### src/rtl/async_tx_pkg.sv
package async_tx_pkg;

  localparam int TICK_W = 6;
  localparam int FRAME_CNT_W = 4;
  localparam int MIN_BITS = 5;

  typedef enum logic [1:0] {
    ST_IDLE,
    ST_START,
    ST_DATA,
    ST_STOP
  } txState_t;

  typedef struct packed {
    logic load;
    logic shift;
  } txStrobe_t;

endpackage

### src/rtl/async_tx_datapath.sv
module async_tx_datapath
  import async_tx_pkg::*;
#(
  parameter int DATA_W = 8,
  parameter int DIV_W = 16
) (
  input  logic                   clk,
  input  logic                   rstN,
  input  txStrobe_t              strobe,
  input  logic                   wrEn,
  input  logic [DATA_W-1:0]      wrData,
  input  logic [DIV_W-1:0]       divisor,
  input  logic [1:0]             wordLen,
  input  logic                   twoStop,
  input  logic                   parityEn,
  input  logic                   parityOdd,
  output logic                   dataBit,
  output logic [FRAME_CNT_W-1:0] frameBits,
  output logic [TICK_W-1:0]      stopTicks,
  output logic [DIV_W:0]         divEff
);

  localparam int SHIFT_W = DATA_W + 1;

  logic [DATA_W-1:0]      holdReg;
  logic [SHIFT_W-1:0]     shiftReg;
  logic [SHIFT_W-1:0]     nextFrame;
  logic [FRAME_CNT_W-1:0] nData;
  logic [DATA_W-1:0]      dataMask;
  logic                   parBit;
  logic [TICK_W-1:0]      stopSel;

  always_comb begin
    nData = FRAME_CNT_W'(wordLen) + FRAME_CNT_W'(MIN_BITS);
    for (int i = 0; i < DATA_W; i++) begin
      dataMask[i] = (i < int'(nData));
    end
    parBit = (^(holdReg & dataMask)) ^ parityOdd;
    for (int i = 0; i < SHIFT_W; i++) begin
      if (i < int'(nData)) nextFrame[i] = holdReg[i % DATA_W];
      else if (i == int'(nData)) nextFrame[i] = parBit;
      else nextFrame[i] = 1'b0;
    end
    if (!twoStop) stopSel = TICK_W'(16);
    else if (wordLen == 2'd0) stopSel = TICK_W'(24);
    else stopSel = TICK_W'(32);
  end

  always_ff @(posedge clk or negedge rstN) begin
    if (!rstN) begin
      holdReg   <= '0;
      shiftReg  <= '0;
      frameBits <= '0;
      stopTicks <= TICK_W'(16);
      divEff    <= (DIV_W+1)'(1);
    end else begin
      if (wrEn) holdReg <= wrData;
      if (strobe.load) begin
        shiftReg  <= nextFrame;
        frameBits <= nData + FRAME_CNT_W'(parityEn);
        stopTicks <= stopSel;
        divEff    <= (divisor == '0) ? {1'b1, {DIV_W{1'b0}}} : {1'b0, divisor};
      end else if (strobe.shift) begin
        shiftReg <= shiftReg >> 1;
      end
    end
  end

  assign dataBit = shiftReg[0];

endmodule

### src/rtl/async_tx_control.sv
module async_tx_control
  import async_tx_pkg::*;
#(
  parameter int DIV_W = 16,
  parameter int TICKS_PER_BIT = 16
) (
  input  logic                   clk,
  input  logic                   rstN,
  input  logic                   wrEn,
  input  logic                   dataBit,
  input  logic [FRAME_CNT_W-1:0] frameBits,
  input  logic [TICK_W-1:0]      stopTicks,
  input  logic [DIV_W:0]         divEff,
  output txStrobe_t              strobe,
  output logic                   txd,
  output logic                   holdEmpty,
  output logic                   txEmpty
);

  localparam int CNT_W = DIV_W + 1;

  txState_t               state;
  logic [CNT_W-1:0]       pre;
  logic [TICK_W-1:0]      tickCnt;
  logic [TICK_W-1:0]      tickLimit;
  logic [FRAME_CNT_W-1:0] bitsLeft;
  logic                   holdFull;
  logic                   tick;
  logic                   bitEnd;

  always_comb begin
    tick      = (state != ST_IDLE) && (pre == divEff - CNT_W'(1));
    tickLimit = (state == ST_STOP) ? stopTicks : TICK_W'(TICKS_PER_BIT);
    bitEnd    = tick && (tickCnt == tickLimit - TICK_W'(1));
    strobe.load  = holdFull && ((state == ST_IDLE) || ((state == ST_STOP) && bitEnd));
    strobe.shift = (state == ST_DATA) && bitEnd;
  end

  always_ff @(posedge clk or negedge rstN) begin
    if (!rstN) begin
      state    <= ST_IDLE;
      pre      <= '0;
      tickCnt  <= '0;
      bitsLeft <= '0;
      holdFull <= 1'b0;
    end else begin
      if (wrEn) holdFull <= 1'b1;
      else if (strobe.load) holdFull <= 1'b0;

      if (strobe.load || state == ST_IDLE || tick) pre <= '0;
      else pre <= pre + CNT_W'(1);

      if (strobe.load || bitEnd) tickCnt <= '0;
      else if (tick) tickCnt <= tickCnt + TICK_W'(1);

      if (strobe.load) begin
        state <= ST_START;
      end else if (bitEnd) begin
        case (state)
          ST_START: begin
            state    <= ST_DATA;
            bitsLeft <= frameBits;
          end
          ST_DATA: begin
            bitsLeft <= bitsLeft - FRAME_CNT_W'(1);
            if (bitsLeft == FRAME_CNT_W'(1)) state <= ST_STOP;
          end
          ST_STOP: state <= ST_IDLE;
          default: state <= ST_IDLE;
        endcase
      end
    end
  end

  always_comb begin
    case (state)
      ST_START: txd = 1'b0;
      ST_DATA:  txd = dataBit;
      default:  txd = 1'b1;
    endcase
    holdEmpty = !holdFull;
    txEmpty   = (state == ST_IDLE) && !holdFull;
  end

endmodule

### src/rtl/async_tx.sv
module async_tx
  import async_tx_pkg::*;
#(
  parameter int DATA_W = 8,
  parameter int DIV_W = 16
) (
  input  logic              clk,
  input  logic              rstN,
  input  logic [DIV_W-1:0]  divisor,
  input  logic [1:0]        wordLen,
  input  logic              twoStop,
  input  logic              parityEn,
  input  logic              parityOdd,
  input  logic              wrEn,
  input  logic [DATA_W-1:0] wrData,
  output logic              txd,
  output logic              holdEmpty,
  output logic              txEmpty
);

  txStrobe_t              strobe;
  logic                   dataBit;
  logic [FRAME_CNT_W-1:0] frameBits;
  logic [TICK_W-1:0]      stopTicks;
  logic [DIV_W:0]         divEff;

  async_tx_datapath #(.DATA_W(DATA_W), .DIV_W(DIV_W)) uPath (
    .clk(clk), .rstN(rstN), .strobe(strobe), .wrEn(wrEn), .wrData(wrData),
    .divisor(divisor), .wordLen(wordLen), .twoStop(twoStop),
    .parityEn(parityEn), .parityOdd(parityOdd), .dataBit(dataBit),
    .frameBits(frameBits), .stopTicks(stopTicks), .divEff(divEff)
  );

  async_tx_control #(.DIV_W(DIV_W)) uCtrl (
    .clk(clk), .rstN(rstN), .wrEn(wrEn), .dataBit(dataBit),
    .frameBits(frameBits), .stopTicks(stopTicks), .divEff(divEff),
    .strobe(strobe), .txd(txd), .holdEmpty(holdEmpty), .txEmpty(txEmpty)
  );

endmodule

### config.mk
export PLATFORM = sky130hd
export DESIGN_NAME = async_tx
export DESIGN_NICKNAME = d
export VERILOG_FILES = /design/src/rtl/async_tx_pkg.sv /design/src/rtl/async_tx_datapath.sv /design/src/rtl/async_tx_control.sv /design/src/rtl/async_tx.sv
export SDC_FILE = /design/constraint.sdc
export NUM_CORES = 1
export LEC_CHECK = 0
export ABC_AREA = 1
export BUFFER_PORTS_ARGS = -buffer_cell sky130_fd_sc_hd__buf_2
export CORE_MARGIN = 2
export CORE_UTILIZATION = 25
export CTS_CLUSTER_DIAMETER = 200
export DETAILED_ROUTE_END_ITERATION = 12
export HOLD_SLACK_MARGIN = 0.1
export MAX_ROUTING_LAYER = met4
export SYNTH_ARGS = -nofsm -noshare
export SYNTH_HDL_FRONTEND = slang
export SYNTH_SLANG_ARGS = --single-unit
export TNS_END_PERCENT = 100
### constraint.sdc
create_clock -name clk -period 2.5 [get_ports clk]
set_input_delay 0.125 -clock clk [delete_from_list [all_inputs] [get_ports clk]]
set_output_delay 0.125 -clock clk [all_outputs]
set_load 0.05 [all_outputs]
Word-level counts from Yosys, hierarchy flattened:

Index checks and enable logic that the tools add are counted.

* bits in registers: 74
* bits in latches: 0
* memory bits (writable): 0
* memory bits (read-only): 0
* input bits: 32
* memories kept: 0

* add/sub/neg operators: 7
* $mul: 0
* div/mod/pow operators: 0
* $lt $le $gt $ge: 9
* equality and inequality tests: 15
* shift operators: 0
* mux-type cells: 35
* bitwise operators: 3
* reduce and logical (&&, ||, !) cells: 24

Operators with widths (count)
* 17-bit 2-to-1 mux: 2
* 6-bit 2-to-1 mux: 5
* 4-bit == test (first input constant): 5
* 1-bit 2-to-1 mux: 20
* 9-bit 2-to-1 mux: 2
* 17-bit by 1-bit adder with 17-bit output (second input constant): 1
* 17-bit == test: 1
* 17-bit by 1-bit subtractor with 17-bit output (second input constant): 1
* 16-bit zero test: 1
* 3-bit by 4-bit less-than comparator with 1-bit output (first input constant): 4
* 2-bit nonzero test: 6
* 8-bit bitwise AND: 1
* 3-bit by 4-bit == test with 1-bit output (first input constant): 2
* 1-bit by 4-bit less-than comparator with 1-bit output (first input constant): 2
* 2-bit by 4-bit less-than comparator with 1-bit output (first input constant): 2
* 4-bit one-hot mux with 2 select lines: 1
* 8-bit parity: 1
* 6-bit by 1-bit adder with 6-bit output (second input constant): 1
* 6-bit == test: 1
* 1-bit logical AND: 6
* 2-bit 2-to-1 mux: 3
* 6-bit by 1-bit subtractor with 6-bit output (second input constant): 1
* 2-bit by 3-bit adder with 4-bit output (second input constant): 1
* 4-bit by 1-bit adder with 4-bit output: 1
* 17 further kinds: 22

Depth between registers and ports, before layout:

Gate-level depths: netlist of run 1.

* depth in word-level cells: 11
* mapped depth: 18

Modules after synthesis:

Synthesis of run 1 repeated with hierarchy kept, for this count alone.

* cells, all modules: 644
* area, all modules: 4708.3 sq um

By module, submodules not included
* async_tx_control: times used 1, cells an instance 390, area an instance 2678.8 sq um
* async_tx_datapath: times used 1, cells an instance 254, area an instance 2029.4 sq um

Least setup slack after synthesis of run 1:

No wires, ideal clock.

* path type: flip-flop to flip-flop
* start: register uPath.divEff[0]
* end: register uPath.divEff[16]
* library setup time: 0.121 ns
* arrival time: 2.245 ns
* data required time: 2.379 ns
* slack: 0.134 ns
* cell stages (with the launch flop): 16
* path buffers: 1
* clock period less this slack: 2.366 ns
* cell sequence: dfstp_2 inv_2 ha_1 a21oi_1 nand3b_1 nor2_1 nand3_1 nor2_1 nand3_2 nor2_8 nand3_4 nand2_2 nand2_4 buf_2 nand2_1 o21ai_1

* word-level cells in the longest chain between the ends: 7

RTL lines
* from (decl): RTL line async_tx_datapath.sv:20 `output logic [DIV_W:0] divEff`
* from (signal assigned): RTL line async_tx_datapath.sv:55 `divEff <= (DIV_W+1)'(1);`
* from (signal assigned): RTL line async_tx_datapath.sv:62 `divEff <= (divisor == '0) ? {1'b1, {DIV_W{1'b0}}} : {1'b0, divisor};`
* 17-bit by 1-bit subtractor with 17-bit output: RTL line async_tx_control.sv:32 `tick = (state != ST_IDLE) && (pre == divEff - CNT_W'(1));`
* 17-bit == test: RTL line async_tx_control.sv:32
* 1-bit logical AND: RTL line async_tx_control.sv:32
* 1-bit logical AND: RTL line async_tx_control.sv:34 `bitEnd = tick && (tickCnt == tickLimit - TICK_W'(1));`
* 1-bit logical AND: RTL line async_tx_control.sv:35 `strobe.load = holdFull && ((state == ST_IDLE) || ((state == ST_STOP) && bitEnd));`
* 1-bit logical OR: RTL line async_tx_control.sv:35
* 1-bit logical AND: RTL line async_tx_control.sv:35

No other way between the ends.
A chain may end at the register's enable or synchronous reset.

Final worst setup path of run 1:

* start: register uPath.divEff[0]
* end: register uPath.shiftReg[7]

* word-level cells in the longest chain between the ends: 8
* elaborated cells on any way between the ends: 10
* classes of those cells: add/sub (1); eq/ne (1); mux (1); reduce/logical (7)

RTL lines
* 17-bit by 1-bit subtractor with 17-bit output (*): RTL line async_tx_control.sv:32
* 17-bit == test (*): RTL line async_tx_control.sv:32
* 1-bit logical AND (*): RTL line async_tx_control.sv:32
* 1-bit logical AND (*): RTL line async_tx_control.sv:34
* 1-bit logical AND: RTL line async_tx_control.sv:35
* 1-bit logical OR: RTL line async_tx_control.sv:35
* 1-bit logical AND: RTL line async_tx_control.sv:35
* 9-bit 2-to-1 mux / 2-bit nonzero test (equally long branches)
* to (signal assigned): RTL line async_tx_datapath.sv:59 `shiftReg <= nextFrame;`
* to (signal assigned): RTL line async_tx_datapath.sv:64 `shiftReg <= shiftReg >> 1;`
* to (decl): RTL line async_tx_datapath.sv:26 `logic [SHIFT_W-1:0] shiftReg;`

Every way passes the cells marked *; elsewhere a longest branch is shown, timed or not.

==> impl_table.tex, run 1 <==
\begin{tabular}{lr}
\hline
Metric & Value \\
\hline
\multicolumn{2}{l}{\textbf{Status}} \\
\quad Outcome & completed \\
\multicolumn{2}{l}{\textbf{Pwr}} \\
\quad Post-route total power & 3264 uW \\
\quad Maximum vdd ir drop & 0.0003297 V \\
\quad Power Density & 532.0 nW/um\^{}2 \\
\quad Leakage power total & 0.002901 uW \\
\multicolumn{2}{l}{\textbf{Clock tree}} \\
\quad Clock Sinks & 71 \\
\quad CTS tree & done \\
\quad Clock edge transition at the registers on the reported setup and hold paths & 60 ps \\
\quad Clock insertion delay at the later pin of the skew report & 340 ps \\
\quad Number of buffers created by CTS & 9 \\
\quad Buffer cell driving the clock tree root & sky130\_fd\_sc\_hd\_\_clkbuf\_16 \\
\quad Clock Tree Buf Depth & 2 \\
\quad H-tree depth reported by CTS & 3 \\
\multicolumn{2}{l}{\textbf{Synth}} \\
\quad Count of unique library cells instantiated by Yosys & 39 \\
\quad Seq/Total Area, Yosys & 39.00\% \\
\quad Top\_reg\_cell synth & sky130\_fd\_sc\_hd\_\_dfrtp\_1 \\
\quad FF+latch count, synth & 71 \\
\quad Total nets after synthesis & 660 \\
\quad Warning count from the yosys run & 0 \\
\quad Post-synth EDFFs & 0 \\
\quad Share of async-settable or async-resettable flops after synthesis & 100.0\% \\
\quad Average size of a mapped cell & 7.466 um\^{}2 \\
\quad Post-Synthesis Cell Area & 4562 um\^{}2 \\
\quad Synthesized instance count & 611 \\
\multicolumn{2}{l}{\textbf{Timing}} \\
\quad Setup TNS & 0 ps \\
\quad Shortest clock period the worst path allows after layout & 2434 ps \\
\quad Timing-limited maximum frequency & 410.8 MHz \\
\quad Hold violation count in the final report & 0 \\
\quad Headroom to the max-slew limit & 52.20\% \\
\quad Number of endpoints failing setup at the final stage & 0 \\
\quad Max-slew violations & 0 \\
\quad Clock skew after layout & 5.811 ps \\
\quad Share of the clock period used by the worst path & 97.36\% \\
\quad Setup repair after global routing missed its margin & true \\
\quad Actual slew at the worst max-slew pin & 710.5 ps \\
\multicolumn{2}{l}{\textbf{Worst setup path}} \\
\quad Slack of the worst reg-to-reg path & 70 ps \\
\quad CP arrival & 2710 ps \\
\quad Worst Reg2Reg Path Length in Cells & 18 \\
\quad Max Fanout on Critical Path & 6 \\
\quad Family with the most delay on the worst path & simple AND/OR/NAND/NOR gates \\
\quad Kind of critical path & flip-flop to flip-flop \\
\quad Most frequent CP cell & sky130\_fd\_sc\_hd\_\_nand2\_8 \\
\quad Slowest CP cell & sky130\_fd\_sc\_hd\_\_dfstp\_2 \\
\quad Critical Path Start Type & flip-flop \\
\quad Type of destination of the critical path & flip-flop \\
\quad Reg2reg start & uPath.divEff[0]\$\_DFFE\_PN1P\_ \\
\quad Delay of the slowest cell on the worst path & 530 ps \\
\quad Required time at the worst-slack endpoint & 2780 ps \\
\quad Critical Path Source & uPath.divEff[0]\$\_DFFE\_PN1P\_ \\
\quad End point of the critical path & uPath.shiftReg[7]\$\_DFFE\_PN0P\_ \\
\quad R2R Path End & uPath.shiftReg[7]\$\_DFFE\_PN0P\_ \\
\quad CP cell instances & inv\_2 -> ha\_4 -> inv\_4 -> nand2\_2 -> nand3\_2 -> nand2\_2 -> a21oi\_2 -> nand3\_1 -> nor2\_2 -> nand3\_4 -> nor2\_8 -> nand3\_4 -> nand2\_8 -> nand2\_8 -> nand2\_8 -> clkbuf\_16 -> nand3\_1 -> nand2\_1 \\
\quad CP Buf/Inv Count & 3 \\
\quad Critical path depth in cells & 18 \\
\multicolumn{2}{l}{\textbf{Cells and area}} \\
\quad Highest-count cells in the layout ignoring fill and taps & sky130\_fd\_sc\_hd\_\_nand2\_1, sky130\_fd\_sc\_hd\_\_dfrtp\_1, sky130\_fd\_sc\_hd\_\_inv\_1, sky130\_fd\_sc\_hd\_\_nor2\_1, sky130\_fd\_sc\_hd\_\_nand3\_1 \\
\quad Final net count & 754 \\
\quad Area growth from synthesis to final layout & 34.50\% \\
\quad Post-route non-filler standard cell count & 939 \\
\quad Final core utilization & 34.16\% \\
\quad Ant. Diodes & 0 \\
\quad Commonest non-fill, non-tap cell in the layout & sky130\_fd\_sc\_hd\_\_nand2\_1 \\
\quad Fill cell instance count of the final layout & 1831 \\
\quad Fraction of layout instances using a drive strength above 1 & 23.24\% \\
\multicolumn{2}{l}{\textbf{Detailed routing}} \\
\quad Detailed-route vias per instance & 4.329 \\
\quad Number of vias in the routed layout & 4065 \\
\quad Routed wirelength normalized by instance count & 12.21 um \\
\quad Post-DRT Antenna Nets & 0 \\
\quad Total wire length & 11470 um \\
\quad Iteration count of the initial detailed-routing pass & 4 \\
\quad Violation count after the first detailed-routing iteration & 182 \\
\quad DRC Markers & 0 \\
\multicolumn{2}{l}{\textbf{Floorplan}} \\
\quad Die area & 19340 um\^{}2 \\
\quad Die width & 139.1 um \\
\quad Initial standard-cell utilization of the core & 25.40\% \\
\quad Placeable core region & 17960 um\^{}2 \\
\quad Total I/O pin count & 35 \\
\quad Row cnt & 49 \\
\quad Die height & 139.1 um \\
\multicolumn{2}{l}{\textbf{Place}} \\
\quad Dpl cells & 887 \\
\quad \# port buffers & 34 \\
\quad Half-perimeter wire length after placement & 8328 um \\
\quad Final weighted congestion in routability-driven placement & 0.8790 \\
\multicolumn{2}{l}{\textbf{Global route}} \\
\quad Pin count of the biggest net entering global routing & 42 \\
\quad Number of antenna violations at the first check in global routing & 0 \\
\quad First-pass GRT wire length & 18550 um \\
\quad Number of global-route vias before repair & 3814 \\
\quad Total congestion overflow & 0 \\
\quad GRT Overall Usage & 12.12\% \\
\multicolumn{2}{l}{\textbf{Flow run}} \\
\quad Number of maximum-capacitance constraint violations & 0 \\
\multicolumn{2}{l}{\textbf{Hold path}} \\
\quad Worst hold-check path type & primary input to flip-flop \\
\hline
\end{tabular}
## area by class of cell
| cell class | instances | area, um^2 | share of cell area [%] |
|---|---|---|---|
| Multi-Input combinational cell | 462 | 2691 | 43.86 |
| Clock buffer | 13 | 260.3 | 4.241 |
| Timing Repair Buffer | 92 | 787.0 | 12.83 |
| Clock inverter | 3 | 65.06 | 1.060 |
| Inverter | 69 | 266.5 | 4.343 |
| Sequential cell | 71 | 1779 | 29.00 |
| Tap cell | 229 | 286.5 | 4.670 |
## sequential cells by signal, indices dropped and copies added (netlist names)
| register | count |
|---|---|
| uCtrl.bitsLeft | 4 |
| uCtrl.holdFull | 1 |
| uCtrl.pre | 17 |
| uCtrl.state | 2 |
| uCtrl.tickCnt | 6 |
| uPath.divEff | 17 |
| uPath.frameBits | 4 |
| uPath.holdReg | 8 |
| uPath.shiftReg | 9 |
| uPath.stopTicks | 3 |
## logic make-up after synthesis
| kind of cell | count (synthesis) | synth area share, % |
|---|---|---|
| xor+xnor | 40 | 7.680 |
| simple gates | 359 | 35.79 |
| compound gates | 44 | 5.294 |
| fa+ha+maj | 17 | 4.827 |
| flops | 71 | 39.00 |
| buf+inv | 79 | 7.186 |
| mux | 1 | 0.2194 |
## synth_stat cells (2+ instances only)
cell type | n | share of area (%)
sky130_fd_sc_hd__nand2_4 | 2 | 0.49
sky130_fd_sc_hd__dfstp_2 | 2 | 1.2
sky130_fd_sc_hd__o21ai_0 | 21 | 2.3
sky130_fd_sc_hd__o21ai_1 | 11 | 1.2
sky130_fd_sc_hd__dfrtp_1 | 69 | 38
sky130_fd_sc_hd__nor2_1 | 58 | 4.8
sky130_fd_sc_hd__nand2_1 | 201 | 17
sky130_fd_sc_hd__a21oi_1 | 7 | 0.77
sky130_fd_sc_hd__nor3_1 | 8 | 0.88
sky130_fd_sc_hd__nand3_2 | 2 | 0.44
sky130_fd_sc_hd__buf_6 | 3 | 0.74
sky130_fd_sc_hd__nand3_1 | 44 | 4.8
sky130_fd_sc_hd__inv_2 | 6 | 0.49
sky130_fd_sc_hd__nand3b_1 | 7 | 1.2
sky130_fd_sc_hd__inv_1 | 62 | 5.1
sky130_fd_sc_hd__buf_2 | 4 | 0.44
sky130_fd_sc_hd__nor3b_1 | 4 | 0.66
sky130_fd_sc_hd__xnor2_1 | 17 | 3.3
sky130_fd_sc_hd__or2_2 | 3 | 0.41
sky130_fd_sc_hd__nand3_4 | 3 | 1.2
sky130_fd_sc_hd__nor4_1 | 5 | 0.69
sky130_fd_sc_hd__nand2_2 | 2 | 0.27
sky130_fd_sc_hd__nand4_1 | 5 | 0.69
sky130_fd_sc_hd__clkbuf_1 | 2 | 0.16
sky130_fd_sc_hd__nor2_4 | 3 | 0.74
sky130_fd_sc_hd__xor2_1 | 23 | 4.4
sky130_fd_sc_hd__nor2_2 | 10 | 1.4
sky130_fd_sc_hd__ha_1 | 16 | 4.4
## where the power goes
group	internal (uW)	switching [uW]	leakage, uW
Sequential	1230	89.1	0.000887
Combinational	232	298	0.00185
Clock	927	489	0.000160
## worst min-delay path: stages
cell                      delay [ps]
sky130_fd_sc_hd__buf_2            80
sky130_fd_sc_hd__ha_1            110
sky130_fd_sc_hd__nand2_1          50
sky130_fd_sc_hd__nand2_1          50
## stage by stage
stage               cell area [um^2]  hold slack (ps)  worst slack [ps]
finish                          6136            113.7             65.99
CTS                             5832            105.6            -4.212
detailed placement              5172            191.6            -64.56
floorplan                       4562           -170.6             133.9
global route                    6136            148.8            -128.9
global placement                5172            188.0             14.10
## repair_timing
item                                    in CTS  in global routing
hold endpoints to repair                    94                  0
pin swaps                                    3                 26
gates cloned                                 1                  3
hold buffers                                26                  0
setup buffers                                1                  5
endpoints found under the setup margin      37                 47
resized for setup                           10                 59
## routing by layer
layer	track usage (%)	wire length (um)
met5	-	0
met4	4.891	212
met3	1.485	300
met2	18.43	5277
met1	16.43	5676
## how the worst min path moves through the flow
| stage | startpoint | endpoint | slack [ps] | cells after the start |
|---|---|---|---|---|
| after floorplan | rstN | uCtrl.bitsLeft[0]$_DFFE_PN0P_ | -170 | 0 |
| after global placement | rstN | uCtrl.pre[11]$_DFF_PN0_ | 190 | 2 |
| after detailed placement | rstN | uCtrl.pre[11]$_DFF_PN0_ | 190 | 2 |
| after CTS | parityEn | uPath.frameBits[0]$_DFFE_PN0P_ | 110 | 4 |
| after global routing | parityEn | uPath.frameBits[0]$_DFFE_PN0P_ | 150 | 4 |
| final | parityEn | uPath.frameBits[0]$_DFFE_PN0P_ | 110 | 4 |
(Power assumes the default switching activity.)
==> run 2: changes to the inputs <==
--- a/config.mk
+++ b/config.mk
@@ -13,6 +13,7 @@
 export DETAILED_ROUTE_END_ITERATION = 12
 export HOLD_SLACK_MARGIN = 0.1
 export MAX_ROUTING_LAYER = met4
+export PLACE_DENSITY = 0.5
 export SYNTH_ARGS = -nofsm -noshare
 export SYNTH_HDL_FRONTEND = slang
 export SYNTH_SLANG_ARGS = --single-unit
==> impl_table.tex, run 2 (synthesis gave the netlist of run 1 again) <==
\begin{tabular}{lr}
\hline
Metric & Value \\
\hline
\multicolumn{2}{l}{\textbf{Floorplan}} \\
\quad Die area & 19340 um\^{}2 \\
\quad Die height & 139.1 um \\
\quad Total I/O pin count & 35 \\
\quad Row cnt & 49 \\
\quad Initial standard-cell utilization of the core & 25.40\% \\
\quad Placeable core region & 17960 um\^{}2 \\
\quad Die width & 139.1 um \\
\multicolumn{2}{l}{\textbf{Clock tree}} \\
\quad H-tree depth reported by CTS & 3 \\
\quad Buffer cell driving the clock tree root & sky130\_fd\_sc\_hd\_\_clkbuf\_16 \\
\quad Clock insertion delay at the later pin of the skew report & 350 ps \\
\quad Clock Tree Buf Depth & 2 \\
\quad Number of buffers created by CTS & 9 \\
\quad Clock Sinks & 71 \\
\quad Clock edge transition at the registers on the reported setup and hold paths & 60 ps \\
\quad CTS tree & done \\
\multicolumn{2}{l}{\textbf{Global route}} \\
\quad Pin count of the biggest net entering global routing & 72 \\
\quad First-pass GRT wire length & 19530 um \\
\quad GRT Overall Usage & 12.93\% \\
\quad Total congestion overflow & 0 \\
\quad Number of global-route vias before repair & 4020 \\
\quad Number of antenna violations at the first check in global routing & 0 \\
\multicolumn{2}{l}{\textbf{Hold path}} \\
\quad Worst hold-check path type & primary input to flip-flop \\
\multicolumn{2}{l}{\textbf{Cells and area}} \\
\quad Commonest non-fill, non-tap cell in the layout & sky130\_fd\_sc\_hd\_\_nand2\_1 \\
\quad Area growth from synthesis to final layout & 35.33\% \\
\quad Fraction of layout instances using a drive strength above 1 & 23.23\% \\
\quad Top Registers & uCtrl.pre: 17 flops, uPath.divEff: 17 flops, uPath.shiftReg: 9 flops \\
\quad Ant. Diodes & 0 \\
\quad Post-route non-filler standard cell count & 948 \\
\quad Fill cell instance count of the final layout & 1882 \\
\quad Final net count & 763 \\
\quad Highest-count cells in the layout ignoring fill and taps & sky130\_fd\_sc\_hd\_\_nand2\_1, sky130\_fd\_sc\_hd\_\_dfrtp\_1, sky130\_fd\_sc\_hd\_\_inv\_1, sky130\_fd\_sc\_hd\_\_nor2\_1, sky130\_fd\_sc\_hd\_\_nand3\_1 \\
\quad Final design area excluding fillers & 6173 um\^{}2 \\
\multicolumn{2}{l}{\textbf{Worst setup path}} \\
\quad Required time at the worst-slack endpoint & 2790 ps \\
\quad Max Fanout on Critical Path & 6 \\
\quad Kind of critical path & flip-flop to flip-flop \\
\quad Critical Path Start Type & flip-flop \\
\quad Type of destination of the critical path & flip-flop \\
\quad CP arrival & 2730 ps \\
\multicolumn{2}{l}{\textbf{Detailed routing}} \\
\quad Detailed-route vias per instance & 4.265 \\
\quad Iteration count of the initial detailed-routing pass & 4 \\
\quad Violation count after the first detailed-routing iteration & 168 \\
\quad Post-DRT Antenna Nets & 0 \\
\quad Number of vias in the routed layout & 4043 \\
\quad DRC Markers & 0 \\
\quad Total wire length & 11560 um \\
\quad Routed wirelength normalized by instance count & 12.19 um \\
\multicolumn{2}{l}{\textbf{Place}} \\
\quad \# port buffers & 34 \\
\quad Final weighted congestion in routability-driven placement & 0.8107 \\
\quad Area after DPL & 5200 um\^{}2 \\
\quad Dpl cells & 892 \\
\quad Half-perimeter wire length after placement & 8393 um \\
\multicolumn{2}{l}{\textbf{Timing}} \\
\quad Timing-limited maximum frequency & 410.1 MHz \\
\quad Setup TNS & 0 ps \\
\quad Max-slew violations & 0 \\
\quad Actual slew at the worst max-slew pin & 920.2 ps \\
\quad Headroom to the max-slew limit & 38.65\% \\
\quad Hold violation count in the final report & 0 \\
\quad Setup repair after global routing missed its margin & true \\
\quad Share of the clock period used by the worst path & 97.54\% \\
\quad Number of endpoints failing setup at the final stage & 0 \\
\quad Shortest clock period the worst path allows after layout & 2439 ps \\
\quad Clock skew after layout & 5.370 ps \\
\multicolumn{2}{l}{\textbf{Pwr}} \\
\quad Power Density & 510.5 nW/um\^{}2 \\
\quad Maximum vdd ir drop & 0.0002683 V \\
\quad Leakage power total & 0.002928 uW \\
\multicolumn{2}{l}{\textbf{Status}} \\
\quad Outcome & completed \\
\multicolumn{2}{l}{\textbf{Flow run}} \\
\quad Number of maximum-capacitance constraint violations & 0 \\
\hline
\end{tabular}
run 2: worst paths after layout:
check                           slack [ps]                          start  cells after the start                       endpoint
worst max-delay path                    60    uPath.divEff[0]$_DFFE_PN1P_                     16  uPath.shiftReg[4]$_DFFE_PN0P_
worst min-delay path                   110                           wrEn                      3   uPath.holdReg[2]$_DFFE_PN0P_
min in group asynchronous              460                           rstN                      2        uCtrl.pre[11]$_DFF_PN0_
worst max register to register          60    uPath.divEff[0]$_DFFE_PN1P_                     16  uPath.shiftReg[4]$_DFFE_PN0P_
max in group asynchronous             1400                           rstN                      2         uCtrl.pre[0]$_DFF_PN0_
worst min register to register         470  uPath.shiftReg[1]$_DFFE_PN0P_                      2  uPath.shiftReg[1]$_DFFE_PN0P_
run 2: area by class of cell:
type / count / area (um^2) / share of cell area [%]
clock buffers: 14 / 284.0 / 4.601
clock inverters: 2 / 12.51 / 0.2027
inverters: 69 / 261.5 / 4.236
multi-input cells: 462 / 2691 / 43.60
flip-flops and latches: 71 / 1782 / 28.86
well taps: 229 / 286.5 / 4.641
repair buffers: 101 / 855.8 / 13.86
run 2: worst max-delay path, cell delays in order, from the launching register on:
cell	delay, ps
sky130_fd_sc_hd__dfstp_2	530
sky130_fd_sc_hd__inv_2	50
sky130_fd_sc_hd__ha_4	270
sky130_fd_sc_hd__nor2_2	30
sky130_fd_sc_hd__nand3b_1	170
sky130_fd_sc_hd__nor2_1	100
sky130_fd_sc_hd__nand3_1	70
sky130_fd_sc_hd__nor2_1	130
sky130_fd_sc_hd__nand3_2	140
sky130_fd_sc_hd__nor2_8	150
sky130_fd_sc_hd__nand3_4	120
sky130_fd_sc_hd__nand2_8	130
sky130_fd_sc_hd__nand2_8	100
sky130_fd_sc_hd__clkbuf_16	210
sky130_fd_sc_hd__nand2_1	60
sky130_fd_sc_hd__nand3_1	70
sky130_fd_sc_hd__nand2_1	60
run 2: layer usage:
metal | global-route usage (%) | share of wire (%) | vias up
met1 | 17.45 | 51 | 1837
met5 | - | 0 | -
met3 | 1.830 | 3.1 | 14
met4 | 6.380 | 2.5 | 0
met2 | 18.98 | 43 | 54
li1 | - | - | 2138
run 2: stage by stage:
| stage | worst slack (ps) | power [uW] | hold WS, ps | util [%] |
|---|---|---|---|---|
| 3_5_place_dp | -63.04 | 1813 | 333.5 | 28.95 |
| 5_1_grt | -113.8 | 3322 | 145.7 | 34.37 |
| 6_report | 61.41 | 3151 | 114.1 | 34.37 |
| 3_3_place_gp | -34.60 | 1811 | 334.0 | 28.95 |
| 4_1_cts | -8.475 | 3161 | 102.3 | 32.48 |
| 2_1_floorplan | 133.9 | 1645 | -170.6 | - |
run 2: power by group:
part	switching, uW	internal (uW)
registers	88.7	1230
clock network	505	779
logic	299	251
run 2: what timing repair did:
action / CTS / global route
pin swaps: 1 / 23
setup endpoints to repair: 21 / 55
endpoints found under the hold margin: 96 / 0
gates resized for setup: 4 / 64
setup buffers: 0 / 5
hold buffers: 32 / 0
gates cloned: 0 / 3
==> run 3: changes to the inputs <==
--- a/config.mk
+++ b/config.mk
@@ -5,7 +5,7 @@
 export SDC_FILE = /design/constraint.sdc
 export NUM_CORES = 1
 export LEC_CHECK = 0
-export ABC_AREA = 1
+export ABC_AREA = 0
 export BUFFER_PORTS_ARGS = -buffer_cell sky130_fd_sc_hd__buf_2
 export CORE_MARGIN = 2
 export CORE_UTILIZATION = 25
==> impl_table.tex, run 3 <==
\begin{tabular}{lr}
\hline
Metric & Value \\
\hline
\multicolumn{2}{l}{\textbf{Timing}} \\
\quad Clock skew after layout & 7.647 ps \\
\quad Setup repair after global routing missed its margin & true \\
\quad Final setup margin & -568.6 ps \\
\quad Shortest clock period the worst path allows after layout & 3069 ps \\
\quad Actual slew at the worst max-slew pin & 735.7 ps \\
\quad Max-slew violations & 0 \\
\quad Timing-limited maximum frequency & 325.9 MHz \\
\quad Hold violation count in the final report & 0 \\
\quad Headroom to the max-slew limit & 50.50\% \\
\quad Number of endpoints failing setup at the final stage & 63 \\
\quad Share of the clock period used by the worst path & 122.7\% \\
\multicolumn{2}{l}{\textbf{Clock tree}} \\
\quad Clock Tree Buf Depth & 2 \\
\quad Number of buffers created by CTS & 9 \\
\quad CTS tree & done \\
\quad Clock edge transition at the registers on the reported setup and hold paths & 60 ps \\
\quad Clock insertion delay at the later pin of the skew report & 350 ps \\
\quad Clock Sinks & 71 \\
\quad Buffer cell driving the clock tree root & sky130\_fd\_sc\_hd\_\_clkbuf\_16 \\
\quad H-tree depth reported by CTS & 3 \\
\multicolumn{2}{l}{\textbf{Synth}} \\
\quad Top\_reg\_cell synth & sky130\_fd\_sc\_hd\_\_dfrtp\_1 \\
\quad Average size of a mapped cell & 10.81 um\^{}2 \\
\quad Post-synth EDFFs & 0 \\
\quad Share of async-settable or async-resettable flops after synthesis & 100.0\% \\
\quad Total nets after synthesis & 448 \\
\quad Area leader, netlist & sky130\_fd\_sc\_hd\_\_dfrtp\_1 \\
\quad Post-synth top area share & 40.02\% \\
\quad Warning count from the yosys run & 0 \\
\quad FF+latch count, synth & 71 \\
\quad Most repeated cell in the gate-level netlist after synthesis & sky130\_fd\_sc\_hd\_\_dfrtp\_1 \\
\quad Count of unique library cells instantiated by Yosys & 60 \\
\quad Seq/Total Area, Yosys & 41.24\% \\
\quad Dominant cells by area after synthesis & sky130\_fd\_sc\_hd\_\_dfrtp\_1, sky130\_fd\_sc\_hd\_\_mux2\_4, sky130\_fd\_sc\_hd\_\_xnor2\_1 \\
\quad Post-Synthesis Cell Area & 4314 um\^{}2 \\
\quad Commonest cells in the synthesized netlist & sky130\_fd\_sc\_hd\_\_dfrtp\_1, sky130\_fd\_sc\_hd\_\_xnor2\_1, sky130\_fd\_sc\_hd\_\_nor2\_1 \\
\quad Synthesized instance count & 399 \\
\multicolumn{2}{l}{\textbf{Worst setup path}} \\
\quad Critical Path Start Type & flip-flop \\
\quad Max Fanout on Critical Path & 6 \\
\quad Required time at the worst-slack endpoint & 2730 ps \\
\quad CP arrival & 3300 ps \\
\quad Kind of critical path & flip-flop to flip-flop \\
\quad Type of destination of the critical path & flip-flop \\
\multicolumn{2}{l}{\textbf{Detailed routing}} \\
\quad Post-DRT Antenna Nets & 0 \\
\quad Iteration count of the initial detailed-routing pass & 4 \\
\quad Violation count after the first detailed-routing iteration & 160 \\
\quad DRC Markers & 0 \\
\quad Detailed-route vias per instance & 4.420 \\
\quad Total wire length & 10260 um \\
\quad Routed wirelength normalized by instance count & 13.61 um \\
\quad Number of vias in the routed layout & 3333 \\
\multicolumn{2}{l}{\textbf{Floorplan}} \\
\quad Row cnt & 48 \\
\quad Die width & 135.4 um \\
\quad Total I/O pin count & 35 \\
\quad Initial standard-cell utilization of the core & 25.29\% \\
\quad Die area & 18320 um\^{}2 \\
\quad Die height & 135.4 um \\
\quad Placeable core region & 17060 um\^{}2 \\
\multicolumn{2}{l}{\textbf{Global route}} \\
\quad Total congestion overflow & 0 \\
\quad GRT Overall Usage & 12.72\% \\
\quad Number of antenna violations at the first check in global routing & 0 \\
\quad Number of global-route vias before repair & 3520 \\
\quad Pin count of the biggest net entering global routing & 41 \\
\quad First-pass GRT wire length & 17620 um \\
\multicolumn{2}{l}{\textbf{Status}} \\
\quad Violated checks & setup timing \\
\quad Outcome & finished with violations \\
\multicolumn{2}{l}{\textbf{Place}} \\
\quad \# port buffers & 34 \\
\quad Placement-stage worst setup slack & -681.6 ps \\
\quad Final weighted congestion in routability-driven placement & 0.8072 \\
\quad Area after DPL & 5216 um\^{}2 \\
\quad Half-perimeter wire length after placement & 7666 um \\
\multicolumn{2}{l}{\textbf{Cells and area}} \\
\quad Area growth from synthesis to final layout & 38.05\% \\
\quad Final design area excluding fillers & 5956 um\^{}2 \\
\quad Top Registers & uCtrl.pre: 17 flops, uPath.divEff: 17 flops, uPath.shiftReg: 9 flops \\
\quad Highest-count cells in the layout ignoring fill and taps & sky130\_fd\_sc\_hd\_\_dfrtp\_1, sky130\_fd\_sc\_hd\_\_buf\_4, sky130\_fd\_sc\_hd\_\_buf\_2, sky130\_fd\_sc\_hd\_\_nor2\_1, sky130\_fd\_sc\_hd\_\_xnor2\_1 \\
\quad Fill cell instance count of the final layout & 1778 \\
\quad Final net count & 573 \\
\quad Fraction of layout instances using a drive strength above 1 & 36.29\% \\
\quad Ant. Diodes & 0 \\
\quad Commonest non-fill, non-tap cell in the layout & sky130\_fd\_sc\_hd\_\_dfrtp\_1 \\
\quad Final core utilization & 34.92\% \\
\multicolumn{2}{l}{\textbf{Pwr}} \\
\quad Post-route total power & 5633 uW \\
\quad Maximum vdd ir drop & 0.0004385 V \\
\quad Power Density & 945.7 nW/um\^{}2 \\
\quad Leakage power total & 0.002775 uW \\
\multicolumn{2}{l}{\textbf{Flow run}} \\
\quad Number of maximum-capacitance constraint violations & 0 \\
\multicolumn{2}{l}{\textbf{Hold path}} \\
\quad Worst hold-check path type & primary input to flip-flop \\
\hline
\end{tabular}
==> run 3: final timing paths <==
kind,startpoint,end,slack (ps),cells past startpoint
min in group asynchronous,rstN,uCtrl.state[1]$_DFFE_PN0P_,380,3
hold / removal,parityEn,uPath.frameBits[0]$_DFFE_PN0P_,130,3
setup / recovery,uPath.divEff[1]$_DFFE_PN0P_,uPath.shiftReg[4]$_DFFE_PN0P_,-570,9
setup reg to reg,uPath.divEff[1]$_DFFE_PN0P_,uPath.shiftReg[4]$_DFFE_PN0P_,-570,9
max in group asynchronous,rstN,uPath.stopTicks[4]$_DFFE_PN1P_,1710,3
hold reg to reg,uPath.frameBits[0]$_DFFE_PN0P_,uPath.frameBits[0]$_DFFE_PN0P_,510,1
==> run 3: critical path: stages, from the launching register on <==
cell                        delay [ps]
sky130_fd_sc_hd__dfrtp_1           390
sky130_fd_sc_hd__inv_2              70
sky130_fd_sc_hd__ha_4              120
sky130_fd_sc_hd__or4b_4            480
sky130_fd_sc_hd__or3_4             350
sky130_fd_sc_hd__a2111oi_4         360
sky130_fd_sc_hd__nand4_1           140
sky130_fd_sc_hd__or4_4             490
sky130_fd_sc_hd__mux2_2            300
sky130_fd_sc_hd__mux2_4            250
==> run 3: cell type report <==
class,instances,area [um^2],share of cell area [%]
well taps,225,281.5,4.727
multi-input cells,292,2479,41.62
flip-flops and latches,71,1779,29.87
clock inverters,5,80.08,1.345
inverters,21,78.83,1.324
clock buffers,11,252.7,4.244
repair buffers,129,1005,16.87
==> run 3: repair_timing <==
item	in CTS	in global routing
resized for setup	23	3
setup buffers	8	1
pin swaps	12	4
hold buffers	26	0
setup endpoints to repair	63	63
hold endpoints to repair	96	0
==> run 3: layer usage <==
metal,GRT usage [%],vias up,part of all wire (%),routed length [um]
met5,-,-,0,0
met2,18.95,43,45,4601
li1,-,1658,-,-
met1,16.99,1621,49,5065
met3,2.095,11,3.6,371
met4,5.729,0,2.2,223
==> run 3: where the power goes <==
group,switching (uW),internal [uW],leakage [uW],total [uW]
combinational,1120,1320,0.00173,2440
sequential,254,1500,0.000886,1750
clock,521,926,0.000158,1450
total,1890,3740,0.00278,5630
==> run 3: stage by stage <==
step / std cells / hold slack (ps) / TNS, ps
floorplan: 399 / -170.6 / -34160
global route: 754 / 146.4 / -38760
finish: 754 / 129.4 / -31090
global placement: 706 / 210.4 / -33220
CTS: 755 / 119.6 / -33960
detailed placement: 706 / 209.7 / -35030
==> run 3: kinds of logic after synthesis <==
logic type	Yosys count	synth area share, %
multiplexers	54	15.28
AND/OR/NAND/NOR	126	16.36
adder cells (fa/ha/maj)	17	5.104
flip-flops	71	41.24
AO/OA/AOI/OAI	47	8.295
buffers and inverters	36	3.973
XOR/XNOR	48	9.745
